===== config.mk =====
export PLATFORM = sky130hd
export DESIGN_NAME = wpt_unit
export DESIGN_NICKNAME = d
export VERILOG_FILES = /design/src/rtl/wpt_pkg.sv /design/src/rtl/wpt_slot_bank.sv /design/src/rtl/wpt_access_norm.sv /design/src/rtl/wpt_slot_cmp.sv /design/src/rtl/wpt_hit_stage.sv /design/src/rtl/wpt_unit.sv
export SDC_FILE = /design/constraint.sdc
export NUM_CORES = 1
export LEC_CHECK = 0
export BUFFER_PORTS_ARGS = -buffer_cell sky130_fd_sc_hd__clkbuf_2
export CAP_MARGIN = 15
export CELL_PAD_IN_SITES_DETAIL_PLACEMENT = 1
export CELL_PAD_IN_SITES_GLOBAL_PLACEMENT = 1
export CORE_ASPECT_RATIO = 1.4
export CORE_MARGIN = 1
export CORE_UTILIZATION = 25
export DETAILED_ROUTE_END_ITERATION = 7
export PLACE_DENSITY = 0.56
export SETUP_SLACK_MARGIN = 0.5
export SYNTH_ARGS = -nofsm -noshare
export SYNTH_HDL_FRONTEND = slang
export SYNTH_SLANG_ARGS = --single-unit

===== constraint.sdc =====
create_clock -name clk -period 3.2 [get_ports clk]
set_input_delay 0.8 -clock clk [delete_from_list [all_inputs] [get_ports clk]]
set_output_delay 0.8 -clock clk [all_outputs]
set_load 0.02 [all_outputs]

===== src/rtl/wpt_pkg.sv =====
// Package wpt_pkg
// Shared encodings for the watchpoint comparator: window size codes,
// access-kind filter codes and the per-slot control record.
// Assumes the size code bit pattern is fixed by software and is not
// ordered by size (4 bytes is 2'b11, 8 bytes is 2'b10).
package wpt_pkg;

    typedef enum logic [1:0] {
        WIN_1B = 2'b00,
        WIN_2B = 2'b01,
        WIN_8B = 2'b10,
        WIN_4B = 2'b11
    } win_e;

    typedef enum logic [1:0] {
        KIND_NONE  = 2'b00,
        KIND_MWR   = 2'b01,
        KIND_IO    = 2'b10,
        KIND_MRW   = 2'b11
    } kind_e;

    typedef struct packed {
        logic  en;
        win_e  win;
        kind_e kind;
    } slot_ctl_t;

    localparam int LOW_BITS = 3;

    // Low address bits that a given window size leaves out of the compare.
    function automatic logic [LOW_BITS-1:0] win_drop_bits(win_e w);
        logic [LOW_BITS-1:0] d;
        case (w)
            WIN_1B:  d = 3'b000;
            WIN_2B:  d = 3'b001;
            WIN_4B:  d = 3'b011;
            default: d = 3'b111;
        endcase
        return d;
    endfunction

endpackage


===== src/rtl/wpt_slot_bank.sv =====
// Module wpt_slot_bank
// Storage for all watch slots. One slot may be loaded per cycle. The new
// contents become visible on the output in the cycle after the write.
// Assumes wr_idx is below NUM_SLOTS whenever wr_en is high. Writes with an
// out-of-range index are dropped.
module wpt_slot_bank
    import wpt_pkg::*;
#(
    parameter int NUM_SLOTS = 4,
    parameter int ADDR_W    = 32,
    localparam int IDX_W    = (NUM_SLOTS > 1) ? $clog2(NUM_SLOTS) : 1
) (
    input  logic                              clk,
    input  logic                              rst_n,
    input  logic                              wr_en,
    input  logic [IDX_W-1:0]                  wr_idx,
    input  logic [ADDR_W-1:0]                 wr_addr,
    input  slot_ctl_t                         wr_ctl,
    output logic [NUM_SLOTS-1:0][ADDR_W-1:0]  slot_addr,
    output slot_ctl_t [NUM_SLOTS-1:0]         slot_ctl
);

    for (genvar s = 0; s < NUM_SLOTS; s++) begin : g_slot
        logic sel;

        // Decode whether this slot is the write target.
        always_comb begin
            sel = wr_en && (wr_idx == IDX_W'(s));
        end

        // Hold one slot, cleared to disabled on reset.
        always_ff @(posedge clk) begin
            if (!rst_n) begin
                slot_addr[s] <= '0;
                slot_ctl[s]  <= '{en: 1'b0, win: WIN_1B, kind: KIND_NONE};
            end else if (sel) begin
                slot_addr[s] <= wr_addr;
                slot_ctl[s]  <= wr_ctl;
            end
        end
    end

endmodule


===== src/rtl/wpt_access_norm.sv =====
// Module wpt_access_norm
// Forms the address used for comparison. Memory accesses pass through
// unchanged. I/O accesses keep only the port number and zero-extend it.
// Assumes ADDR_W >= IO_W.
module wpt_access_norm #(
    parameter int ADDR_W = 32,
    parameter int IO_W   = 16
) (
    input  logic [ADDR_W-1:0] addr,
    input  logic              is_io,
    output logic [ADDR_W-1:0] cmp_addr
);

    // Select the memory or the zero-extended port address.
    always_comb begin
        if (is_io) begin
            cmp_addr = {{(ADDR_W-IO_W){1'b0}}, addr[IO_W-1:0]};
        end else begin
            cmp_addr = addr;
        end
    end

endmodule


===== src/rtl/wpt_slot_cmp.sv =====
// Module wpt_slot_cmp
// Matches one access against one slot. The address compare is an XOR under
// a mask set by the window size, not a range test. The kind filter and the
// enable then qualify the result.
// Assumes ADDR_W is at least the number of maskable low bits.
module wpt_slot_cmp
    import wpt_pkg::*;
#(
    parameter int ADDR_W = 32
) (
    input  logic [ADDR_W-1:0] acc_addr,
    input  logic              acc_write,
    input  logic              acc_io,
    input  logic [ADDR_W-1:0] slot_addr,
    input  slot_ctl_t         slot_ctl,
    output logic              hit
);

    logic [ADDR_W-1:0] keep_mask;
    logic              addr_eq;
    logic              kind_ok;

    // Build the mask of address bits that take part in the compare.
    always_comb begin
        keep_mask = ~{{(ADDR_W-LOW_BITS){1'b0}}, win_drop_bits(slot_ctl.win)};
    end

    // XOR-and-mask equality of the aligned addresses.
    always_comb begin
        addr_eq = ((acc_addr ^ slot_addr) & keep_mask) == '0;
    end

    // Decide whether this access kind is watched by the slot.
    always_comb begin
        case (slot_ctl.kind)
            KIND_MWR: kind_ok = acc_write && !acc_io;
            KIND_IO:  kind_ok = acc_io;
            KIND_MRW: kind_ok = !acc_io;
            default:  kind_ok = 1'b0;
        endcase
    end

    // Combine enable, kind filter and address equality.
    always_comb begin
        hit = slot_ctl.en && kind_ok && addr_eq;
    end

endmodule


===== src/rtl/wpt_hit_stage.sv =====
// Module wpt_hit_stage
// Registers the per-slot match vector and the combined break pulse.
// Assumes match is only meaningful when valid is high. Otherwise it is
// discarded.
module wpt_hit_stage #(
    parameter int NUM_SLOTS = 4
) (
    input  logic                 clk,
    input  logic                 rst_n,
    input  logic                 valid,
    input  logic [NUM_SLOTS-1:0] match,
    output logic [NUM_SLOTS-1:0] hit_vec,
    output logic                 brk_pulse
);

    // Capture qualified matches one cycle after the request.
    always_ff @(posedge clk) begin
        if (!rst_n) begin
            hit_vec   <= '0;
            brk_pulse <= 1'b0;
        end else begin
            hit_vec   <= valid ? match : '0;
            brk_pulse <= valid && (|match);
        end
    end

endmodule


===== src/rtl/wpt_unit.sv =====
// Module wpt_unit
// Top of the watchpoint comparator. It normalises each request address,
// compares it against every slot in parallel and registers the results.
// Slots are loaded through the cfg_* port.
// Assumes all inputs are synchronous to clk and cfg_slot names a real slot.
module wpt_unit
    import wpt_pkg::*;
#(
    parameter int NUM_SLOTS = 4,
    parameter int ADDR_W    = 32,
    parameter int IO_W      = 16,
    localparam int IDX_W    = (NUM_SLOTS > 1) ? $clog2(NUM_SLOTS) : 1
) (
    input  logic                 clk,
    input  logic                 rst_n,
    input  logic                 req_valid,
    input  logic [ADDR_W-1:0]    req_addr,
    input  logic                 req_is_write,
    input  logic                 req_is_io,
    input  logic                 cfg_wr_en,
    input  logic [IDX_W-1:0]     cfg_slot,
    input  logic [ADDR_W-1:0]    cfg_addr,
    input  logic [1:0]           cfg_len,
    input  logic [1:0]           cfg_kind,
    input  logic                 cfg_enable,
    output logic [NUM_SLOTS-1:0] hit_vec,
    output logic                 brk_pulse
);

    slot_ctl_t                        wr_ctl;
    logic [NUM_SLOTS-1:0][ADDR_W-1:0] slot_addr;
    slot_ctl_t [NUM_SLOTS-1:0]        slot_ctl;
    logic [ADDR_W-1:0]                cmp_addr;
    logic [NUM_SLOTS-1:0]             match;

    // Pack the configuration fields into a slot control record.
    always_comb begin
        wr_ctl.en   = cfg_enable;
        wr_ctl.win  = win_e'(cfg_len);
        wr_ctl.kind = kind_e'(cfg_kind);
    end

    wpt_slot_bank #(
        .NUM_SLOTS (NUM_SLOTS),
        .ADDR_W    (ADDR_W)
    ) u_bank (
        .clk       (clk),
        .rst_n     (rst_n),
        .wr_en     (cfg_wr_en),
        .wr_idx    (cfg_slot),
        .wr_addr   (cfg_addr),
        .wr_ctl    (wr_ctl),
        .slot_addr (slot_addr),
        .slot_ctl  (slot_ctl)
    );

    wpt_access_norm #(
        .ADDR_W (ADDR_W),
        .IO_W   (IO_W)
    ) u_norm (
        .addr     (req_addr),
        .is_io    (req_is_io),
        .cmp_addr (cmp_addr)
    );

    for (genvar s = 0; s < NUM_SLOTS; s++) begin : g_cmp
        wpt_slot_cmp #(
            .ADDR_W (ADDR_W)
        ) u_cmp (
            .acc_addr  (cmp_addr),
            .acc_write (req_is_write),
            .acc_io    (req_is_io),
            .slot_addr (slot_addr[s]),
            .slot_ctl  (slot_ctl[s]),
            .hit       (match[s])
        );
    end

    wpt_hit_stage #(
        .NUM_SLOTS (NUM_SLOTS)
    ) u_hit (
        .clk       (clk),
        .rst_n     (rst_n),
        .valid     (req_valid),
        .match     (match),
        .hit_vec   (hit_vec),
        .brk_pulse (brk_pulse)
    );

endmodule


## After elaboration in Yosys (flattened, before gate mapping)

Index checks and enable logic that the tools add are counted.

| operators by class | value |
|---|---|
| equality and inequality tests | 23 |
| bitwise operators | 12 |
| multiplexer cells | 9 |
| reduce and logical (&&, ||, !) cells | 26 |

Operators by type and width:

| kind | count |
|---|---|
| bitwise AND 32 bit | 4 |
| zero test 32 bit | 4 |
| inverter 3 -> 32 bit | 4 |
| XOR 32 bit | 4 |
| one-hot mux 3 bit (3 select lines) | 4 |
| two-way mux 32 bit | 1 |
| equality test 2 bit, second input constant | 14 |
| equality test 2 x 1 -> 1 bit, second input constant | 9 |
| logical AND 1 bit | 14 |
| one-hot mux 1 bit (3 select lines) | 4 |
| zero test 2 bit | 5 |
| OR reduction 4 bit | 1 |
| AND reduction 2 bit | 1 |
| zero test 1 bit | 1 |

| storage, ports and cells | value |
|---|---|
| bits of input ports | 77 |
| logic and storage cells | 88 |
| register bits after elaboration | 153 |

## Depth between registers and ports, before layout

Gate-level depths: netlist (run 1).

| depth | value |
|---|---|
| depth after elaboration | 8 |
| gate-level depth with buffers | 8 |

## Hierarchy

Synthesis (run 1) repeated with hierarchy kept, for this count alone.

| unflattened totals | value |
|---|---|
| cells, all modules | 763 |
| area, all modules | 7,457.2 µm² |

By module, submodules not included:

| module | sequential area each (µm²) | cells each | times used | area each (µm²) |
|---|---|---|---|---|
| wpt_slot_bank | 2,962.8 | 522 | 1 | 5,490.3 |
| wpt_slot_cmp | 0.0 | 49 | 4 | 389.1 |
| wpt_access_norm | 0.0 | 33 | 1 | 264.0 |
| wpt_hit_stage | 100.1 | 12 | 1 | 146.4 |

## Worst setup path after synthesis (run 1)

OpenSTA, ideal clock, no wires.

| timing path | value |
|---|---|
| path type | input to register |
| from | input req_addr[21] |
| to | register u_hit.brk_pulse |
| arrival time | 2.229 ns |
| stages on the path | 7 |
| path slack | 0.895 ns |
| required time | 3.123 ns |
| library setup time | 0.077 ns |
| cells stage by stage | clkbuf_1 -> nand2b_1 -> xnor2_1 -> nor3_1 -> nand3_1 -> or4_4 -> a41oi_2 |

| on the way | value |
|---|---|
| word-level cells in the longest chain between the ends | 7 |
| elaborated cells between the ends (all ways) | 19 |
| classes of those cells | mux: 1; bitwise: 8; reduce/logical: 10 |

Ends and longest elaborated chain:

| what | RTL line | text |
|---|---|---|
| start: declaration | wpt_unit.sv:17 | `input logic [ADDR_W-1:0] req_addr,` |
| two-way mux 32 bit (*) | wpt_access_norm.sv:16 | `if (is_io) begin` |
| XOR 32 bit | wpt_slot_cmp.sv:30 | `addr_eq = ((acc_addr ^ slot_addr) & keep_mask) == '0;` |
| bitwise AND 32 bit | wpt_slot_cmp.sv:30 |  |
| zero test 32 bit | wpt_slot_cmp.sv:30 |  |
| logical AND 1 bit | wpt_slot_cmp.sv:45 | `hit = slot_ctl.en && kind_ok && addr_eq;` |
| OR reduction 4 bit (*) | wpt_hit_stage.sv:23 | `brk_pulse <= valid && (\|match);` |
| logical AND 1 bit (*) | wpt_hit_stage.sv:23 |  |
| end signal: assignment | wpt_hit_stage.sv:23 |  |
| end: declaration | wpt_hit_stage.sv:13 | `output logic brk_pulse` |

Every way passes the cells marked *; elsewhere a longest branch is shown, timed or not.
A chain may end at the register's enable or synchronous reset.

## Final worst setup path (run 1)

| timing path | value |
|---|---|
| from | input req_is_io |
| to | register u_hit.brk_pulse |

| on the way | value |
|---|---|
| word-level cells in the longest chain between the ends | 7 |
| elaborated cells between the ends (all ways) | 29 |
| classes of those cells | mux: 5; bitwise: 8; reduce/logical: 16 |

Ends and longest elaborated chain:

| what | RTL line | text |
|---|---|---|
| start: declaration | wpt_unit.sv:19 | `input logic req_is_io,` |
| two-way mux 32 bit / zero test 1 bit (equally long branches) | wpt_access_norm.sv:16, wpt_slot_cmp.sv:36, wpt_slot_cmp.sv:38 |  |
| XOR 32 bit / logical AND 1 bit (equally long branches) | wpt_slot_cmp.sv:30, wpt_slot_cmp.sv:36 |  |
| bitwise AND 32 bit / one-hot mux 1 bit (3 select lines) (equally long branches) | wpt_slot_cmp.sv:30, wpt_slot_cmp.sv:35 |  |
| zero test 32 bit / logical AND 1 bit (equally long branches) | wpt_slot_cmp.sv:30, wpt_slot_cmp.sv:45 |  |
| logical AND 1 bit | wpt_slot_cmp.sv:45 |  |
| OR reduction 4 bit (*) | wpt_hit_stage.sv:23 |  |
| logical AND 1 bit (*) | wpt_hit_stage.sv:23 |  |

Marks and branches as above.

==> results of run 1 <==
-- state kept, by name, indices dropped and copies added, names as in the netlist --
register and cells:
u_bank.slot_addr 128, u_bank.slot_ctl 20, u_hit.brk_pulse 1, u_hit.hit_vec 4
-- worst min-delay path: cells and delay by family, from the launching register on --
kind,cells,cell delay [ns]
flip-flops,1,0.30
AO/OA/AOI/OAI,1,0.07
AND/OR/NAND/NOR,1,0.05
-- per-layer routing --
| metal | track usage (%) | vias to the layer above |
|---|---|---|
| li1 | - | 3438 |
| met1 | 20.8 | 3456 |
| met2 | 35.6 | 72 |
| met3 | 2.62 | 18 |
| met4 | 5.88 | 0 |
| met5 | 0 | - |
-- cell usage in the layout, fill, tap and decap left out, drive strengths merged, types with 3 or more instances in the layout --
cell type	Yosys	routed
o21ai	18	18
nor2	50	50
xnor2	67	67
inv	8	9
clkinvlp	0	4
a2111oi	5	5
a31oi	22	22
buf	20	18
bufinv	0	3
clkbuf	51	100
nor3	3	3
nand2b	6	6
clkinv	1	5
o22ai	3	3
a21oi	4	4
nor2b	3	3
a21boi	148	148
nor4bb	21	21
nand3	7	7
dfxtp	153	153
nand2	304	304
nor4	4	4
xor2	28	28
nand4	13	13
o32ai	19	19
-- power groups by stage --
stage                     Sequential, mW  Combinational (mW)  Clock [mW]
after global placement              2.06               0.563           0
final                               2.02               0.558        2.10
after global routing                2.03               0.614        2.22
after detailed placement            2.06               0.568           0
after floorplan                     2.05               0.332           0
after CTS                           2.02               0.570        2.15
-- worst max-delay path by stage --
stage	from	end	slack, ns
final	req_is_io	u_hit.brk_pulse	0.74
after floorplan	req_addr[21]	u_hit.brk_pulse	0.89
after global placement	req_is_io	u_hit.brk_pulse	0.32
after global routing	req_is_io	u_hit.brk_pulse	0.61
after detailed placement	req_is_io	u_hit.brk_pulse	0.25
after CTS	req_is_io	u_hit.brk_pulse	0.71
-- cell families after synthesis --
family	count (synthesis)	share of synthesized area [%]
AND/OR/NAND/NOR	428	24.1
AO/OA/AOI/OAI	232	21.9
flip-flops	153	38.9
XOR/XNOR	95	10.6
buffers and inverters	80	4.29
multiplexers	1	0.127
-- area by class of cell --
class,count,area [um^2],share of cell area (%)
multi-input cells,756,4490,48.4
flip-flops and latches,153,3060,33.0
repair buffers,98,598,6.45
well taps,390,488,5.26
clock buffers,20,447,4.82
clock inverters,12,149,1.61
inverters,9,35.0,0.378
==> summary.md, run 1 <==
| Metric | Value |
|---|---|
| Post-synthesis sequential area ratio | `38.9%` |
| Worst Path Max Fanout | `37` |
| DRC Markers | `8` |
| First-pass GRT wire length | `44100 um` |
| Ys Warns | `0` |
| Die W | `152 um` |
| Switching share of power | `26.7%` |
| Die H | `212 um` |
| Slowest-stage cell, CP | `or4_4` |
| Setup CP Type | `in2reg` |
| GRT Util Overall | `18.5%` |
| Core Util, Final | `between 20 and 30%` |
| Via Count | `roughly 7000` |
| Top_reg_cell synth | `dfxtp_1` |
| Register share of total power | `43.2%` |
| Cell count after synthesis | `989` |
| WL per Instance | `19.9 um` |
| Port Buf Inserts | `81` |
| Hold WS | `0.472 ns` |
| Post-synth top area share | `38.9%` |
| Fin cells | `1438` |
| Unrepaired setup endpoints after global routing | `false` |
| Netlist cell types | `55` |
| Met3 wire length | `441 um` |
| Hold crit path type | `reg2reg` |
| DR vias/cell | `4.86` |
| Dominant cells by area after synthesis | `dfxtp_1 39%, nand2_1 15%, a21boi_0 14%` |
| CTS tree | `built` |
| Cell internal pwr | `roughly 3.4 mW` |
| Clock power frac | `44.9%` |
| Max VDD drop | `a little over 0.3 mV` |
| Placed instance area | `8670 um^2` |
| Antenna violations before repair | `0` |
| Clk pin slew, worst setup/hold paths | `0.07 ns` |
| Layout cells sized above 1 | `between 10 and 15%` |
| Syn Area/Cell | `7.96 um^2` |
| Top-count cell post-synth | `nand2_1` |
| Final net count | `between 1000 and 1500` |
| CP Depth | `8` |
| Count of flip-flops with a built-in enable after synthesis | `0` |
| Area Overhead vs Synth | `17.8%` |
| GP Congestion | `roughly 0.84` |
| Synth Net Count | `1066` |
| Post-synth top area cell | `dfxtp_1` |
| Worst EP required | `about 3.6 ns` |
| Top layer used by detailed routing | `met4` |
| Post-cts sizing count | `0` |
| Crit. End Element | `flop` |
| Hold worst-path end | `u_bank.slot_ctl[9]` |
| Fmax | `between 0.4 and 0.5 GHz` |
| Die ar. | `32200 um^2` |
| HPWL after DPL | `20400 um` |
| Tcrit/Tclk final | `76.9%` |
| Wl on met1 | `around 12000 um` |
| RR Startpoint | `u_bank.slot_addr[43]` |
| Crit start category | `input pin` |
| Fill cell count | `~3700` |
| Pin count of the biggest net entering global routing | `64` |
| Hold path startpoint | `u_bank.slot_ctl[9]` |
| IO Count | `82` |
| TritonCTS buffer count | `17` |
| Final setup viols | `0` |
| Synth Register Bits | `153` |
| Final Hold Fails | `0` |
| Top post-synthesis cells by count | `304 x nand2_1, 153 x dfxtp_1, 148 x a21boi_0, 67 x xnor2_1` |
| Worst Path Arrival | `2.82 ns` |
| Vias in the first global route | `7200` |
| Final WS setup | `0.739 ns` |
| Total gr overflow | `0` |
| Crit-path max cell delay | `around 0.57 ns` |
| Outcome | `complete, but fails checks` |
| Clock Path Buffers | `2` |
| 1st-iter DRT viols | `a little under 300` |
| Row count | `76` |
| Logic gate share of total power | `between 10% and 20%` |
| Rel. slew slack | `54.9%` |
| Mapped Area | `around 8000 um^2` |
| CP delay by family, top | `simple AND/OR/NAND/NOR gates` |
| Starting Density | `25.5%` |
| Minimum clock period | `~2.5 ns` |
| H-tree Lvls | `4` |
| Routed wire length | `28600 um` |
| Placed cells | `1406` |
| Pwr dens | `504 nW/um^2` |
| Total setup buffers inserted after CTS | `0` |
| Antenna-violating nets left | `0` |
| Root buffer cell | `clkbuf_16` |
| R2r worst-path depth | `6` |
| Setup TNS | `0 ns` |
| R2r endpoint | `u_hit.brk_pulse` |
| Hold Crit Depth | `2` |
| Crit path buffers/inverters | `3` |
| Leakage | `3.12 nW` |
| Max cap viols | `0` |
| Flop-to-flop setup slack | `a little over 1 ns` |
| Hold-fix buffers, CTS | `0` |
| Clk_lat worst skew | `between 0.4 and 0.5 ns` |
| Worst slew pin tran | `0.675 ns` |
| DR pass1 iterations | `6` |
| Design Area, Final | `9270 um^2` |
| Failing checks | `DRC` |
| Total power | `4.67 mW` |
| Worst Skew | `0.00720 ns` |
| Count of clock tree sinks | `153` |
| Ys async rst share | `0%` |
| Antenna diode count | `0` |
| Dpl ws | `0.253 ns` |
| Slew Viols, Final | `0` |
| Core footprint | `30900 um^2` |
| Routed length on met2 | `15500 um` |
| Sw power | `1.25 mW` |
| Worst-path cell chain | `clkbuf_2 > buf_12 > clkinv_2 > a21oi_1 > nor4_1 > nand3_1 > or4_4 > a41oi_2` |
No activity file was read; power rests on OpenSTA's default activity.
==> run 2, diff against run 1 <==
--- a/config.mk
+++ b/config.mk
@@ -13,7 +13,7 @@
 export CORE_MARGIN = 1
 export CORE_UTILIZATION = 25
 export DETAILED_ROUTE_END_ITERATION = 7
-export PLACE_DENSITY = 0.56
+export PLACE_DENSITY = 0.58
 export SETUP_SLACK_MARGIN = 0.5
 export SYNTH_ARGS = -nofsm -noshare
 export SYNTH_HDL_FRONTEND = slang
==> constraint.sdc (replaced) <==
create_clock -name clk -period 2.1 [get_ports clk]
set_input_delay 0.525 -clock clk [delete_from_list [all_inputs] [get_ports clk]]
set_output_delay 0.525 -clock clk [all_outputs]
set_load 0.02 [all_outputs]
==> run 2 against run 1 <==
The flow still finishes with violations (DRC); final cell count is 4.5% higher; clock power is 60% higher; hold slack worse by 0.12 ns; clock-buffer cell count is 1 higher; largest power group unchanged; highest routed layer unchanged.
==> summary.md, run 2 (same netlist as run 1, synthesis figures left out) <==
| Metric | Value |
|---|---|
| GRT Util Overall | `18.8% (was 18.5%)` |
| IO Count | `82 (unchanged)` |
| Placed cells | `1470 (was 1406)` |
| Die H | `212 um (unchanged)` |
| Hold crit path type | `in2reg (was reg2reg)` |
| Leakage | `3.56 nW (was 3.12 nW)` |
| Pwr dens | `739 nW/um^2 (was 504 nW/um^2)` |
| Slew Viols, Final | `0 (unchanged)` |
| Slowest-stage cell, CP | `or4_4 (unchanged)` |
| Unrepaired setup endpoints after global routing | `true (was false)` |
| Crit start category | `flop (was input pin)` |
| Largest register FFs | `128 (unchanged)` |
| First-pass GRT wire length | `45200 um (was 44100 um)` |
| Area Overhead vs Synth | `28.1% (was 17.8%)` |
| Commonest non-fill, non-tap cell in the layout | `nand2_1 (unchanged)` |
| Clk_lat worst skew | `0.45 ns (was 0.43 ns)` |
| Hold Crit Depth | `3 (was 2)` |
| HPWL after DPL | `21100 um (was 20400 um)` |
| Routed wire length | `29000 um (was 28600 um)` |
| Worst EP required | `2.45 ns (was 3.56 ns)` |
| Hold path startpoint | `cfg_addr[5] (was u_bank.slot_ctl[9])` |
| Crit. End Element | `flop (unchanged)` |
| Rel. slew slack | `55.7% (was 54.9%)` |
| Antenna-violating nets left | `0 (unchanged)` |
| Final setup viols | `0 (unchanged)` |
| Design Area, Final | `10100 um^2 (was 9270 um^2)` |
| Worst-path cell chain | `nor4bb_1 > a31oi_1 > o32ai_2 > buf_4 > nand3_1 > or4_4 > nor2_2 (was clkbuf_2 > buf_12 > clkinv_2 > a21oi_1 > nor4_1 > nand3_1 > or4_4 > a41oi_2)` |
| Failing checks | `DRC (unchanged)` |
| Clock Path Buffers | `2 (unchanged)` |
| R2r worst-path depth | `7 (was 6)` |
| Placed instance area | `9240 um^2 (was 8670 um^2)` |
| CTS tree | `built (unchanged)` |
| Vias in the first global route | `7762 (was 7200)` |
| Crit-path max cell delay | `0.51 ns (was 0.57 ns)` |
| DR pass1 iterations | `6 (unchanged)` |
| Starting Density | `25.5% (unchanged)` |
| Total gr overflow | `0 (unchanged)` |
| Setup CP Type | `reg2reg (was in2reg)` |
| Clk pin slew, worst setup/hold paths | `0.07 ns (about the same)` |
| Tcrit/Tclk final | `between 90% and 100%` |
| Crit path buffers/inverters | `1 (was 3)` |
| Crit path from | `u_bank.slot_addr[125] (was req_is_io)` |
| CP delay by family, top | `simple AND/OR/NAND/NOR gates (unchanged)` |
| Fill cell count | `3638 (was 3659)` |
| Pin count of the biggest net entering global routing | `68 (was 64)` |
| H-tree Lvls | `4 (unchanged)` |
| RR Startpoint | `u_bank.slot_addr[125] (was u_bank.slot_addr[43])` |
| Die ar. | `32200 um^2 (unchanged)` |
| Final net count | `1177 (was 1112)` |
| WL per Instance | `19.3 um (was 19.9 um)` |
| Root buffer cell | `clkbuf_16 (unchanged)` |
| Worst Path Max Fanout | `4 (was 37)` |
| Hold WS | `0.354 ns (was 0.472 ns)` |
| Setup TNS | `0 ns (unchanged)` |
| CP Depth | `7 (was 8)` |
| TritonCTS buffer count | `17 (unchanged)` |
| Core footprint | `30900 um^2 (unchanged)` |
| GP Congestion | `0.822 (was 0.838)` |
| Die W | `152 um (unchanged)` |
| Antenna diode count | `0 (unchanged)` |
| Worst Skew | `0.0142 ns (was 0.00720 ns)` |
| Max VDD drop | `0.595 mV (was 0.306 mV)` |
| Row count | `76 (unchanged)` |
| Via Count | `7269 (was 6984)` |
| Worst slew pin tran | `0.665 ns (was 0.675 ns)` |
| DR vias/cell | `4.84 (was 4.86)` |
| Worst Path Arrival | `2.30 ns (was 2.82 ns)` |
| Total power | `7.44 mW (was 4.67 mW)` |
| Outcome | `complete, but fails checks (unchanged)` |
| Largest registers | `u_bank.slot_addr x128, u_bank.slot_ctl x20, u_hit.hit_vec x4 (unchanged)` |
| DRC Markers | `10 (was 8)` |
| Commonest cells after routing, fill and taps aside | `304 x nand2_1, 149 x dfxtp_1, 148 x a21boi_0 (was 304 x nand2_1, 153 x dfxtp_1, 148 x a21boi_0)` |
| Fmax | `0.515 GHz` |
| Hold-fix buffers, CTS | `0 (unchanged)` |
| Antenna violations before repair | `0 (unchanged)` |
| Final Hold Fails | `0 (unchanged)` |
| Minimum clock period | `1.94 ns` |
| Count of clock tree sinks | `153 (unchanged)` |
| 1st-iter DRT viols | `342 (was 290)` |
| Top reg by flops | `u_bank.slot_addr (unchanged)` |
| Fin cells | `1502 (was 1438)` |
| Max cap viols | `0 (unchanged)` |
| Layout cells sized above 1 | `21.9% (was 13.8%)` |
| Port Buf Inserts | `81 (unchanged)` |
==> run 2: changes by cell type in the layout (fill, tap and decap cells not counted), moves of 3 or more <==
cell	before	now
dfxtp_2	0	4
xnor2_1	67	59
nor4bb_1	21	18
o21ai_0	17	13
clkinv_4	0	3
buf_12	5	9
dfxtp_1	153	149
clkinv_2	5	1
xnor2_2	0	8
buf_4	13	73
==> run 2: final timing paths <==
| check | endpoint | slack, ns |
|---|---|---|
| setup reg to reg | u_hit.hit_vec[3] | 0.16 |
| hold reg to reg | u_bank.slot_ctl[9] | 0.47 |
| hold / removal | u_bank.slot_addr[37] | 0.35 |
| setup / recovery | u_hit.hit_vec[3] | 0.16 |
==> run 2: stage by stage <==
step / util, % / setup slack [ns]
final: 32.6 / 0.158
after global routing: 32.6 / 0.0915
after CTS: 32.3 / 0.104
after detailed placement: 29.9 / -0.508
after global placement: 29.9 / -0.504
after floorplan: - / 0.198
==> run 2: metal layers <==
layer	GRT usage (%)	up-vias	share of wire, %
li1	-	3569	-
met1	20.4	3542	41
met2	35.5	107	53
met3	2.62	51	2.5
met4	9.36	0	3.6
met5	0	-	0
==> run 2: power by group <==
part           total, mW  leakage, nW  switching [mW]  internal [mW]
registers           3.08         1.24          0.0847           3.00
logic              0.998         2.02           0.559          0.438
clock network       3.36        0.296            1.31           2.05
total               7.44         3.56            1.96           5.49
==> run 2: area by class of cell <==
class | instances | area [um^2] | share of cell area, %
Timing Repair Buffer | 163 | 1140 | 11.3
Inverter | 9 | 35.0 | 0.348
Clock inverter | 10 | 169 | 1.68
Clock buffer | 21 | 460 | 4.57
Tap cell | 390 | 488 | 4.84
Multi-Input combinational cell | 756 | 4720 | 46.8
Sequential cell | 153 | 3070 | 30.4
==> run 2: worst min-delay path, cell delays in order <==
cell and delay (ns):
clkbuf_2 0.12, nand2_1 0.06, a21boi_0 0.06
==> run 2: what timing repair did <==
action                     4_1_cts  5_1_grt
gates resized for setup         18       20
pin swaps                        9        7
setup endpoints to repair        5        5
gates cloned                     0        0
buffers inserted                 1        0
